==> src/rtl/pause_pkg.sv <==
package pause_pkg;

  typedef enum logic [2:0] {
    ST_IDLE,
    ST_DRAIN,
    ST_STOPPED,
    ST_SEND,
    ST_WAIT_DONE,
    ST_RELEASE
  } seq_state_e;

  localparam logic [47:0] CTRL_DEST_ADDR = 48'h0180_C200_0001;
  localparam logic [15:0] CTRL_ETHERTYPE = 16'h8808;
  localparam logic [15:0] CTRL_OP_PAUSE  = 16'h0001;
  localparam int          HDR_BYTES      = 18;

endpackage

==> src/rtl/pause_seq_ctrl.sv <==
module pause_seq_ctrl
  import pause_pkg::*;
(
  input  logic clk,
  input  logic rst_n,
  input  logic sw_pause_req,
  input  logic full_duplex,
  input  logic tx_idle,
  input  logic tx_frame_done,
  input  logic frame_sent,
  output logic load,
  output logic send_en,
  output logic gstop_req,
  output logic stop_done_irq,
  output logic req_clear
);

  seq_state_e state_q, state_d;

  always_comb begin
    state_d = state_q;
    load    = 1'b0;
    unique case (state_q)
      ST_IDLE: begin
        if (sw_pause_req && full_duplex) begin
          state_d = ST_DRAIN;
          load    = 1'b1;
        end
      end
      ST_DRAIN:     if (tx_idle) state_d = ST_STOPPED;
      ST_STOPPED:   state_d = ST_SEND;
      ST_SEND:      if (frame_sent) state_d = ST_WAIT_DONE;
      ST_WAIT_DONE: if (tx_frame_done) state_d = ST_RELEASE;
      ST_RELEASE:   state_d = ST_IDLE;
      default:      state_d = ST_IDLE;
    endcase
  end

  always_ff @(posedge clk or negedge rst_n) begin
    if (!rst_n) state_q <= ST_IDLE;
    else        state_q <= state_d;
  end

  assign gstop_req     = (state_q == ST_DRAIN) || (state_q == ST_STOPPED) ||
                         (state_q == ST_SEND)  || (state_q == ST_WAIT_DONE);
  assign stop_done_irq = (state_q == ST_STOPPED);
  assign send_en       = (state_q == ST_SEND);
  assign req_clear     = (state_q == ST_RELEASE);

  // without full duplex the sequencer does not leave idle
  p_no_start_half_r3: assert property (@(posedge clk) disable iff (!rst_n)
    (state_q == ST_IDLE && !full_duplex) |=> (state_q == ST_IDLE));

  // stop-complete is a single-cycle pulse
  p_irq_single_r4: assert property (@(posedge clk) disable iff (!rst_n)
    stop_done_irq |=> !stop_done_irq);

  // draining holds while the transmitter is busy
  p_drain_hold_r4: assert property (@(posedge clk) disable iff (!rst_n)
    (state_q == ST_DRAIN && !tx_idle) |=> !stop_done_irq);

endmodule

==> src/rtl/pause_frame_gen.sv <==
module pause_frame_gen
  import pause_pkg::*;
#(
  parameter int MIN_LEN = 60
) (
  input  logic        clk,
  input  logic        rst_n,
  input  logic        load,
  input  logic        send_en,
  input  logic [47:0] station_addr,
  input  logic [15:0] pause_quanta,
  input  logic        fr_ready,
  output logic        fr_valid,
  output logic [7:0]  fr_data,
  output logic        fr_last,
  output logic        frame_sent
);

  localparam int IDX_W   = $clog2(MIN_LEN);
  localparam int HDR_W   = 8 * HDR_BYTES;

  logic [47:0]      addr_q;
  logic [15:0]      quanta_q;
  logic [IDX_W-1:0] idx_q, idx_d;
  logic             idx_en;
  logic [HDR_W-1:0] hdr_w;
  logic [7:0]       byte_c;

  assign idx_en = load || (send_en && fr_ready);

  always_comb begin
    idx_d = idx_q;
    if (load)                       idx_d = '0;
    else if (send_en && fr_ready)   idx_d = idx_q + 1'b1;
  end

  always_ff @(posedge clk or negedge rst_n) begin
    if (!rst_n) begin
      addr_q   <= '0;
      quanta_q <= '0;
    end else if (load) begin
      addr_q   <= station_addr;
      quanta_q <= pause_quanta;
    end
  end

  always_ff @(posedge clk or negedge rst_n) begin
    if (!rst_n)      idx_q <= '0;
    else if (idx_en) idx_q <= idx_d;
  end

  assign hdr_w = {CTRL_DEST_ADDR, addr_q, CTRL_ETHERTYPE, CTRL_OP_PAUSE, quanta_q};

  always_comb begin
    byte_c = 8'h00;
    for (int b = 0; b < HDR_BYTES; b++) begin
      if (idx_q == IDX_W'(b)) byte_c = hdr_w[8*(HDR_BYTES-1-b) +: 8];
    end
  end

  assign fr_valid   = send_en;
  assign fr_data    = byte_c;
  assign fr_last    = send_en && (idx_q == IDX_W'(MIN_LEN-1));
  assign frame_sent = fr_last && fr_ready;

  // an offered byte is held until accepted
  p_hold_r8: assert property (@(posedge clk) disable iff (!rst_n)
    (fr_valid && !fr_ready) |=> (fr_valid && $stable(fr_data) && $stable(fr_last)));

  // the end marker only accompanies a valid byte
  p_last_valid_r7: assert property (@(posedge clk) disable iff (!rst_n)
    fr_last |-> fr_valid);

endmodule

==> src/rtl/pause_tx_seq.sv <==
module pause_tx_seq
  import pause_pkg::*;
#(
  parameter int MIN_LEN = 60
) (
  input  logic        clk,
  input  logic        rst_n,
  input  logic        sw_pause_req,
  input  logic        full_duplex,
  input  logic [47:0] station_addr,
  input  logic [15:0] pause_quanta,
  input  logic        tx_idle,
  input  logic        tx_frame_done,
  output logic        gstop_req,
  output logic        stop_done_irq,
  output logic        fr_valid,
  output logic [7:0]  fr_data,
  output logic        fr_last,
  input  logic        fr_ready,
  output logic        req_clear
);

  logic load, send_en, frame_sent;

  pause_seq_ctrl u_ctrl (
    .clk           (clk),
    .rst_n         (rst_n),
    .sw_pause_req  (sw_pause_req),
    .full_duplex   (full_duplex),
    .tx_idle       (tx_idle),
    .tx_frame_done (tx_frame_done),
    .frame_sent    (frame_sent),
    .load          (load),
    .send_en       (send_en),
    .gstop_req     (gstop_req),
    .stop_done_irq (stop_done_irq),
    .req_clear     (req_clear)
  );

  pause_frame_gen #(.MIN_LEN(MIN_LEN)) u_gen (
    .clk          (clk),
    .rst_n        (rst_n),
    .load         (load),
    .send_en      (send_en),
    .station_addr (station_addr),
    .pause_quanta (pause_quanta),
    .fr_ready     (fr_ready),
    .fr_valid     (fr_valid),
    .fr_data      (fr_data),
    .fr_last      (fr_last),
    .frame_sent   (frame_sent)
  );

  // the first byte follows the stop-complete pulse
  p_send_after_irq_r5: assert property (@(posedge clk) disable iff (!rst_n)
    $rose(fr_valid) |-> $past(stop_done_irq));

  // release drops the stop in the clear cycle
  p_release_r9: assert property (@(posedge clk) disable iff (!rst_n)
    req_clear |-> (!gstop_req && $past(gstop_req)));

  // stop is only raised with full duplex configured
  p_stop_needs_fd_r2: assert property (@(posedge clk) disable iff (!rst_n)
    $rose(gstop_req) |-> $past(full_duplex && sw_pause_req));

endmodule

==> config.mk <==
export PLATFORM = sky130hd
export DESIGN_NAME = pause_tx_seq
export DESIGN_NICKNAME = d
export VERILOG_FILES = /design/src/rtl/pause_pkg.sv /design/src/rtl/pause_seq_ctrl.sv /design/src/rtl/pause_frame_gen.sv /design/src/rtl/pause_tx_seq.sv
export SDC_FILE = /design/constraint.sdc
export NUM_CORES = 1
export LEC_CHECK = 0
export BUFFER_PORTS_ARGS = -buffer_cell sky130_fd_sc_hd__clkbuf_2
export CAP_MARGIN = 5
export CORE_MARGIN = 3
export CORE_UTILIZATION = 48
export DETAILED_ROUTE_END_ITERATION = 12
export PLACE_DENSITY = 0.72
export SYNTH_ARGS = -nofsm -noshare
export SYNTH_HDL_FRONTEND = slang
export SYNTH_HIERARCHICAL = 1
export SYNTH_SLANG_ARGS = --single-unit
==> constraint.sdc <==
create_clock -name clk -period 4.01 [get_ports clk]
set_input_delay 0.401 -clock clk [delete_from_list [all_inputs] [get_ports clk]]
set_output_delay 0.401 -clock clk [all_outputs]
set_load 0.02 [all_outputs]
==> results of run 1 <==
-- layer usage --
layer	up-vias	global-route usage [%]	wire length, µm
met1	1464	27.8	3830
li1	1386	-	-
met5	-	0	0
met3	13	6.00	607
met2	91	32.7	4360
met4	0	5.65	123
-- worst max-delay path by stage --
stage | end | depth (start not counted) | slack, ns | start
finish | fr_data[7] | 8 | 0.72 | u_gen/idx_q[0]
detailed placement | fr_data[7] | 8 | 1.17 | u_gen/idx_q[0]
CTS | fr_data[7] | 8 | 0.76 | u_gen/idx_q[0]
global placement | fr_data[7] | 8 | 1.22 | u_gen/idx_q[0]
global route | fr_data[7] | 8 | 0.62 | u_gen/idx_q[0]
floorplan | fr_data[2] | 7 | 1.48 | u_gen/idx_q[0]
-- critical path, cell delays in order (launching register included) --
cell and delay, ns:
dfrtp_1 0.42, inv_1 0.13, ha_1 0.29, nor3b_1 0.64
nand4b_1 0.17, a31o_1 0.25, a211o_1 0.26, a21oi_1 0.18
clkbuf_2 0.19
-- where the power goes --
part           switching, mW  leakage, nW  internal [mW]
combinational          0.634         1.02          0.629
clock                  0.284        0.110          0.325
sequential             0.320        0.891           1.08
-- logic make-up after synthesis --
group / after synthesis / share of synthesized area, %
multiplexers: 63 / 18.6
flip-flops: 73 / 47.8
AND/OR/NAND/NOR: 103 / 15.8
buffers and inverters: 26 / 3.47
AO/OA/AOI/OAI: 65 / 11.9
adder cells (fa/ha/maj): 4 / 1.31
XOR/XNOR: 5 / 1.15
-- cells in the mapped netlist, types with 2 or more instances --
| cell | number |
|---|---|
| nor4b_1 | 2 |
| a2bb2oi_1 | 2 |
| clkbuf_1 | 12 |
| a221oi_1 | 5 |
| nor2b_1 | 6 |
| nor2_1 | 24 |
| nand2b_1 | 3 |
| nand3_1 | 6 |
| a221o_1 | 2 |
| a22o_1 | 6 |
| nand2b_4 | 2 |
| a21oi_1 | 11 |
| nand2_1 | 21 |
| xnor2_1 | 3 |
| xor2_1 | 2 |
| mux2_2 | 63 |
| buf_6 | 2 |
| a211oi_1 | 4 |
| or2b_1 | 2 |
| dfrtp_1 | 73 |
| nand3b_1 | 2 |
| buf_4 | 4 |
| o31a_1 | 3 |
| nor3_1 | 3 |
| ha_1 | 4 |
| inv_1 | 3 |
| nor4_1 | 4 |
| nor3b_1 | 7 |
| and2_1 | 4 |
| or3_1 | 3 |
| o21ai_2 | 2 |
| buf_2 | 3 |
| a211o_1 | 2 |
| o21ai_1 | 2 |
| o21ai_0 | 16 |
-- flip-flops by register name (all words and copies together) (netlist names) --
| signal | cells |
|---|---|
| u_gen/addr_q | 48 |
| u_ctrl/state_q | 3 |
| u_gen/idx_q | 6 |
| u_gen/quanta_q | 16 |
-- layout make-up --
class	count	area [µm²]
inverters	4	15.0
multi-input cells	240	1870
clock buffers	11	151
well taps	99	124
clock inverters	5	61.3
flip-flops and latches	73	1830
fillers	646	3000
repair buffers	86	438
==> results.cfg, run 1 <==
[outcome]
status = finished, final reports clean

[clock_network]
clock-root-buffer = clkbuf_8
tritoncts.num_buffers = 9
h-tree-depth = 3
path_clk_slew_ns = 0.08
postCtsSetupRepairBufs = 0
clk_latency_ns = 0.35
clk_path_buf_depth = 2
cts_resized = 0
clkSinkCount = 73
holdBufCountCts = 0
cts_tree = built

[setup_path]
reg2reg_depth = 3
worstReg2RegStart = u_ctrl/state_q[2]
cp_data_required_time_ns = 3.61
r2r-end = u_gen/addr_q[6]
end_kind = primary output
start_kind = flip-flop
path_class = flip-flop to primary output
cp_max_fo = 8
ff2ff_setup_slack_ns = 1.92
cp.arrival_ns = 2.89

[yosys]
yosysWarnings = 6
synth_top_area_cell = dfrtp_1
synthArstFlopShare_pct = 100
synth_cell_types = 61
synth_area_leaders = dfrtp_1 48%, mux2_2 19%, nor2_1 2.4%
synth_seq_area_share_pct = 47.8
syn_avg_cell_area_um2 = 11.3
synth_edf_count = 0
synth_fp_nets = 414
netlist_area_um2 = 3820
synth_ff_type = dfrtp_1
ys_seq_elements = 73
synth_top_area_share_pct = 47.8
syn_inst = 339

[finish]
mostFrequentLayoutCells = 82 x clkbuf_2, 73 x dfrtp_1, 63 x mux2_2
drive_above_1_share_pct = 42.5
utilization_pct = 59.9
final_common_cell = clkbuf_2
syn2layout_area_growth_pct = 17.4
postLayoutCellArea_um2 = 4480
fin_cells = 518
antenna_cells = 0
nets = 489

[sta]
slew_headroom_pct = 35.5
final_hold_viol_count = 0
fin_crit_ns = 3.29
worstMarginPinSlew_ns = 0.967
finalWorstSetupSlack_ns = 0.723
fmax_mhz = 304
setup_viol = 0
rsz0062_at_grt = no
hold-worst-slack_ns = 0.202
period_share_pct = 82.0
fin_skew_ns = 0.00707
finalMaxSlewViolations = 0
finalSetupTns_ns = 0

[place]
post-place-ws_ns = 1.17
gp_congestion = 0.948
hpwl_um = 6570
dp.cells = 502
numPortBuffers = 83
place_area_um2 = 4270

[route]
wire_per_inst_um = 17.2
via_per_inst = 5.70
drt-pass1-iter-count = 4
routed_wl_um = 8920
drcViolationCount = 0
antenna_left = 0
vias = 2954
drtIter0Drc = 211

[floorplan]
initial_core_util_pct = 51.0
ios = 84
die_x_um = 95.2
fp-row-count = 31
core_um2 = 7490
die_area_um2 = 9070
fp.dieH_um = 95.2

[power_and_ir_drop]
irDropWorstVdd_mv = 0.384
p_per_area_nw_per_um2 = 730
p_leak_nw = 2.02
finalPower_mw = 3.27

[global_route]
grt_pass1_wl_um = 14300
grt_max_degree = 72
antenna_found_initial = 0
groute.usage.overall_pct = 20.7
grt_pass1_vias = 2882
grt-ovfl-total = 0

[worst_hold_path]
hold_class = input port to asynchronous set/reset pin

[run]
maxCapViolCount = 0
Power figures use the tool's default switching activity.
==> run 2, diff against run 1 <==
--- a/config.mk
+++ b/config.mk
@@ -5,12 +5,13 @@
 export SDC_FILE = /design/constraint.sdc
 export NUM_CORES = 1
 export LEC_CHECK = 0
+export ABC_AREA = 1
 export BUFFER_PORTS_ARGS = -buffer_cell sky130_fd_sc_hd__clkbuf_2
 export CAP_MARGIN = 5
 export CORE_MARGIN = 3
 export CORE_UTILIZATION = 48
 export DETAILED_ROUTE_END_ITERATION = 12
-export PLACE_DENSITY = 0.72
+export PLACE_DENSITY = 0.75
 export SYNTH_ARGS = -nofsm -noshare
 export SYNTH_HDL_FRONTEND = slang
 export SYNTH_HIERARCHICAL = 1
==> constraint.sdc (replaced) <==
create_clock -name clk -period 3 [get_ports clk]
set_input_delay 0.3 -clock clk [delete_from_list [all_inputs] [get_ports clk]]
set_output_delay 0.3 -clock clk [all_outputs]
set_load 0.02 [all_outputs]
==> run 2 against run 1 <==
Against the previous run:
- global-route usage is 1.5 points higher
- total power is 35% higher
- utilization is 0.13 points lower
- largest cell class is now registers
- via count is 17% higher
- cell area is 1.3% lower
- critical path type unchanged
- worst setup slack worse by 0.42 ns
- wire length is 3.7% higher
- combinational power is 48% higher
- clock power is 36% higher
- cell count is 31% higher
- area after synthesis is 2.0% lower
==> results.cfg, run 2 <==
[sta]
fin_crit_ns = 2.70
rsz0062_at_grt = no
fin_skew_ns = 0.00819
final_hold_viol_count = 0
fmax_mhz = 370
setup_viol = 0
period_share_pct = 90.0
finalSetupTns_ns = 0
slew_headroom_pct = 22.5
worstMarginPinSlew_ns = 1.16
finalWorstSetupSlack_ns = 0.300
finalMaxSlewViolations = 0

[setup_path]
cp_data_required_time_ns = 2.70
timing.critical_path.mode_cell = nand2_1
cp.arrival_ns = 2.40
path_cells = inv_1 > ha_1 > nand2_1 > nor2_2 > a21oi_1 > o211ai_1 > nand2_1 > nand2_1 > nand2_1 > nand2_1 > nand2_1 > nand2_1 > clkbuf_2
crit_cells = 13
end_kind = primary output
max_stage_delay_ns = 0.41
cp_max_fo = 11
path_class = flip-flop to primary output
critPathSlowestCell = dfrtp_1
reg2reg_depth = 11
critPathBufInv = 2
start_kind = flip-flop
crit_family = simple AND/OR/NAND/NOR gates

[yosys]
synth_top_area_cell = dfrtp_1
netlist_area_um2 = 3750
syn_inst = 498
syn_avg_cell_area_um2 = 7.52
synth_ff_type = dfrtp_1
synth_seq_area_share_pct = 48.8
synth_top_area_share_pct = 48.8
synth_edf_count = 0
ys_seq_elements = 73
synthArstFlopShare_pct = 100
synth_cell_types = 30
synth.most_common_cell = nand2_1
synth_fp_nets = 573
yosysWarnings = 6
synthTopCellsByCount = 189 x nand2_1, 73 x dfrtp_1, 49 x inv_1
synth_area_leaders = dfrtp_1 49%, nand2_1 19%, o21ai_0 5.7%

[clock_network]
tritoncts.num_buffers = 9
clock-root-buffer = clkbuf_8
cts_resized = 0
path_clk_slew_ns = 0.07
clkSinkCount = 73
postCtsSetupRepairBufs = 0
h-tree-depth = 3
cts_tree = built
holdBufCountCts = 0
clk_latency_ns = 0.35
clk_path_buf_depth = 2

[finish]
largest-register = u_gen/addr_q
antenna_cells = 0
drive_above_1_share_pct = 20.9
nets = 648
syn2layout_area_growth_pct = 18.2
mostFrequentLayoutCells = 189 x nand2_1, 82 x clkbuf_2, 73 x dfrtp_1
register_area_um2 = 1830
n_fill_cell = 685
largest_reg_flops = 48
final_common_cell = nand2_1
reg.largest.list = u_gen/addr_q: 48 flops, u_gen/quanta_q: 16 flops, u_gen/idx_q: 6 flops
multiInputGateArea_um2 = 1620

[power_and_ir_drop]
finalPower_mw = 4.44
irDropWorstVdd_mv = 0.450
p_leak_nw = 2.32
p_per_area_nw_per_um2 = 1000

[global_route]
grt-ovfl-total = 0
antenna_found_initial = 0
grt_max_degree = 97
grt_pass1_vias = 3340
groute.usage.overall_pct = 22.2
grt_pass1_wl_um = 15200

[route]
met1_length_um = 4130
drt-pass1-iter-count = 5
drtIter0Drc = 201
topRoutingLayerUsed = met4
wire_per_inst_um = 13.7
drcViolationCount = 0
vias = 3445
routed_wl_um = 9260
wl_met3_um = 585
via_per_inst = 5.09
dr_wl_met2_um = 4320
antenna_left = 0

[place]
hpwl_um = 6920
gp_congestion = 0.860
numPortBuffers = 83
post-place-ws_ns = 0.721

[floorplan]
core_um2 = 7410
fp-row-count = 31
die_area_um2 = 8900
ios = 84
initial_core_util_pct = 50.6
fp.dieH_um = 94.3
die_x_um = 94.3

[outcome]
status = finished, final reports clean

[worst_hold_path]
hold_class = input port to asynchronous set/reset pin

[run]
maxCapViolCount = 0
[run 2: changes by cell type in the layout (fill, tap and decap cells not counted), moves of 6 or more]
cell	previous run	this run
nor2_2	0	6
inv_1	3	49
nand2_1	21	189
a22o_1	6	0
nand3_1	6	19
a21oi_1	11	26
nor2b_1	6	0
mux2_2	63	0
nor3b_1	7	0
o21ai_0	16	43
[run 2: worst reg2reg max path: cells and delay by family, from the launching register on]
| family | cells | cell delay [ns] |
|---|---|---|
| AND/OR/NAND/NOR | 7 | 1.00 |
| flip-flops | 1 | 0.45 |
| buffers and inverters | 3 | 0.31 |
| AO/OA/AOI/OAI | 1 | 0.17 |
[run 2: per-stage QoR]
step                utilization, %  cells  hold slack (ns)  instance area (µm²)
floorplan                        -    498          0.00441                 3750
global placement              56.9    661            0.425                 4220
detailed placement            56.9    661            0.423                 4220
CTS                           59.8    677           0.0470                 4430
global route                  59.8    677           0.0638                 4430
finish                        59.8    677           0.0301                 4430
[run 2: metal layers]
layer | global-route usage, % | up-vias
met1 | 29.1 | 1583
li1 | - | 1727
met5 | 0 | -
met3 | 5.18 | 18
met2 | 35.5 | 117
met4 | 9.03 | 0
[run 2: logic make-up after synthesis]
logic type,count (synthesis),synth area share (%)
fa+ha+maj,4,1.34
buf+inv,75,8.15
flops,73,48.8
simple gates,260,29.2
compound gates,86,12.6
[run 2: final timing paths]
check	from	end	slack [ns]
max	u_gen/idx_q[1]	fr_data[0]	0.30
min	rst_n	u_ctrl/state_q[2]	0.03
max reg2reg	u_ctrl/state_q[2]	u_gen/idx_q[5]	1.01
min reg2reg	u_gen/quanta_q[2]	u_gen/quanta_q[2]	0.49
max in group asynchronous	rst_n	u_gen/addr_q[20]	2.27
min in group clk	pause_quanta[7]	u_gen/quanta_q[7]	0.15
[run 2: final cells by class]
class	count	share of cell area, %
tap	99	2.80
clock inverter	5	1.81
clock buffer	11	2.97
multi-input combinational	350	36.6
inverter	54	4.58
sequential	73	41.3
timing repair buffer	85	10.0
[run 2: where the power goes]
part	switching [mW]	leakage (nW)	internal [mW]
registers	0.287	0.905	1.45
clock network	0.361	0.0995	0.468
logic	1.26	1.31	0.612
total	1.91	2.32	2.53
==> run 3, diff against run 2 <==
--- a/config.mk
+++ b/config.mk
@@ -9,9 +9,9 @@
 export BUFFER_PORTS_ARGS = -buffer_cell sky130_fd_sc_hd__clkbuf_2
 export CAP_MARGIN = 5
 export CORE_MARGIN = 3
-export CORE_UTILIZATION = 48
+export CORE_UTILIZATION = 49
 export DETAILED_ROUTE_END_ITERATION = 12
-export PLACE_DENSITY = 0.75
+export PLACE_DENSITY = 0.76
 export SYNTH_ARGS = -nofsm -noshare
 export SYNTH_HDL_FRONTEND = slang
 export SYNTH_HIERARCHICAL = 1
==> run 3 against run 2 <==
Against the previous run:
- worst hold slack better by 0.11 ns
- largest cell class unchanged
- worst setup slack gained 0.039 ns
- register-to-register slack about the same
- critical path type unchanged
- combinational power hardly changed
- cell count grew 0.15%
- via count shrank 1.5%
- sequential power about the same
- wire length down 5.0%
- flip-flop and latch count unchanged
- first-iteration DRC count decreased by 12%
- critical path depth shrank 2
- non-clock buffer count grew 1
- critical endpoint is now fr_data[2]
==> results.cfg, run 3 (synthesis results as in run 2) <==
[sta]
fmax_mhz = 376
rsz0062_at_grt = no
worstMarginPinSlew_ns = 1.14
finalSetupTns_ns = 0
fin_crit_ns = 2.66
period_share_pct = 88.7
fin_skew_ns = 0.0140
slew_headroom_pct = 24.0
finalMaxSlewViolations = 0
setup_viol = 0
final_hold_viol_count = 0

[route]
drcViolationCount = 0
antenna_left = 0
via_per_inst = 5.00
drt-pass1-iter-count = 4
drtIter0Drc = 176
vias = 3392
wire_per_inst_um = 13.0
routed_wl_um = 8790

[place]
gp_congestion = 0.885
numPortBuffers = 83
hpwl_um = 6460

[finish]
antenna_cells = 0
syn2layout_area_growth_pct = 17.6
largest_reg_flops = 48
mostFrequentLayoutCells = 189 x nand2_1, 82 x clkbuf_2, 73 x dfrtp_1
drive_above_1_share_pct = 21.1
final_common_cell = nand2_1
nets = 649
utilization_pct = 60.1
reg.largest.list = u_gen/addr_q: 48 flops, u_gen/quanta_q: 16 flops, u_gen/idx_q: 6 flops
largest-register = u_gen/addr_q

[global_route]
groute.usage.overall_pct = 21.4
met1_usage_pct = 28.8
use_met2_pct = 33.3
grt_pass1_wl_um = 14600
grt_max_degree = 97
antenna_found_initial = 0
busiest_layer = met2
grt_use_met3_pct = 6.68
grt-ovfl-total = 0
grt_pass1_vias = 3213

[setup_path]
path_cells = inv_1 > ha_1 > nand2_1 > nor2_2 > inv_2 > o2111ai_1 > nand3_1 > nand2_1 > a21oi_1 > nor2_1 > clkbuf_2
path_class = flip-flop to primary output
start_kind = flip-flop
worstReg2RegStart = u_ctrl/state_q[2]
ff2ff_setup_slack_ns = 1.01
cp.arrival_ns = 2.36
reg2reg_depth = 11
timing.critical_path.mode_cell = nand2_1
crit_family = simple AND/OR/NAND/NOR gates
critPathSlowestCell = dfrtp_1
cp_max_fo = 11
r2r-end = u_gen/idx_q[5]
cp_data_required_time_ns = 2.70
end_kind = primary output
critPathBufInv = 3
max_stage_delay_ns = 0.41

[power_and_ir_drop]
finalPower_mw = 4.27
irDropWorstVdd_mv = 0.394
p_per_area_nw_per_um2 = 969
p_leak_nw = 2.31

[floorplan]
core_um2 = 7330
initial_core_util_pct = 51.1
fp.dieH_um = 93.4
die_x_um = 93.4
ios = 84
fp-row-count = 31
die_area_um2 = 8730

[worst_hold_path]
hold_depth = 3
holdPathEnd = u_gen/quanta_q[7]
hold_class = input port to flip-flop
min_from = pause_quanta[7]

[clock_network]
clkSinkCount = 73
cts_resized = 0
h-tree-depth = 3
cts_tree = built
clk_path_buf_depth = 2
tritoncts.num_buffers = 9
postCtsSetupRepairBufs = 0
path_clk_slew_ns = 0.08
clock-root-buffer = clkbuf_8
clk_latency_ns = 0.36

[run]
maxCapViolCount = 0

[outcome]
status = finished, final reports clean
-- run 3: timing repair --
| action | CTS | global route |
|---|---|---|
| endpoints found under the hold margin | 73 | 0 |
| endpoints found under the setup margin | 0 | 0 |
| hold buffers | 1 | 0 |
-- run 3: worst min-delay path, cell delays in order --
cell	delay, ns
clkbuf_2	0.07
nand2_1	0.04
nand2_1	0.05
-- run 3: worst max-delay path by stage --
| stage | startpoint | end | slack [ns] | cells after the start |
|---|---|---|---|---|
| 3_5_place_dp | u_gen/idx_q[1] | fr_data[3] | 0.74 | 12 |
| 5_1_grt | u_gen/idx_q[1] | fr_data[0] | 0.02 | 13 |
| 2_1_floorplan | u_gen/idx_q[0] | fr_data[3] | 1.06 | 12 |
| 4_1_cts | u_gen/idx_q[1] | fr_data[3] | 0.34 | 12 |
| 6_report | u_gen/idx_q[1] | fr_data[2] | 0.34 | 11 |
| 3_3_place_gp | u_gen/idx_q[1] | fr_data[3] | 0.82 | 12 |
-- run 3: power by group --
| group | switching, mW | internal (mW) |
|---|---|---|
| clock network | 0.375 | 0.327 |
| logic | 1.24 | 0.611 |
| registers | 0.276 | 1.45 |
| total | 1.89 | 2.38 |
-- run 3: stage by stage --
step	instances	setup WS (ns)	hold slack, ns	area, µm²
finish	678	0.339	0.136	4410
global route	678	0.0227	0.132	4410
CTS	678	0.339	0.125	4410
detailed placement	661	0.739	0.358	4220
global placement	661	0.823	0.351	4220
floorplan	498	1.06	0.00441	3750
-- run 3: layout make-up --
class                           instances  area, µm²
Sequential cell                        73       1830
Inverter                               54        203
Clock buffer                           11        141
Timing Repair Buffer                   86        453
Tap cell                               99        124
Fill cell                             711       2920
Clock inverter                          5       38.8
Multi-Input combinational cell        350       1620
-- run 3: per-layer routing --
layer | part of all wire [%] | vias to the layer above
met5 | 0 | -
met4 | 1.3 | 0
met3 | 6.2 | 13
met2 | 47 | 88
met1 | 45 | 1566
li1 | - | 1725
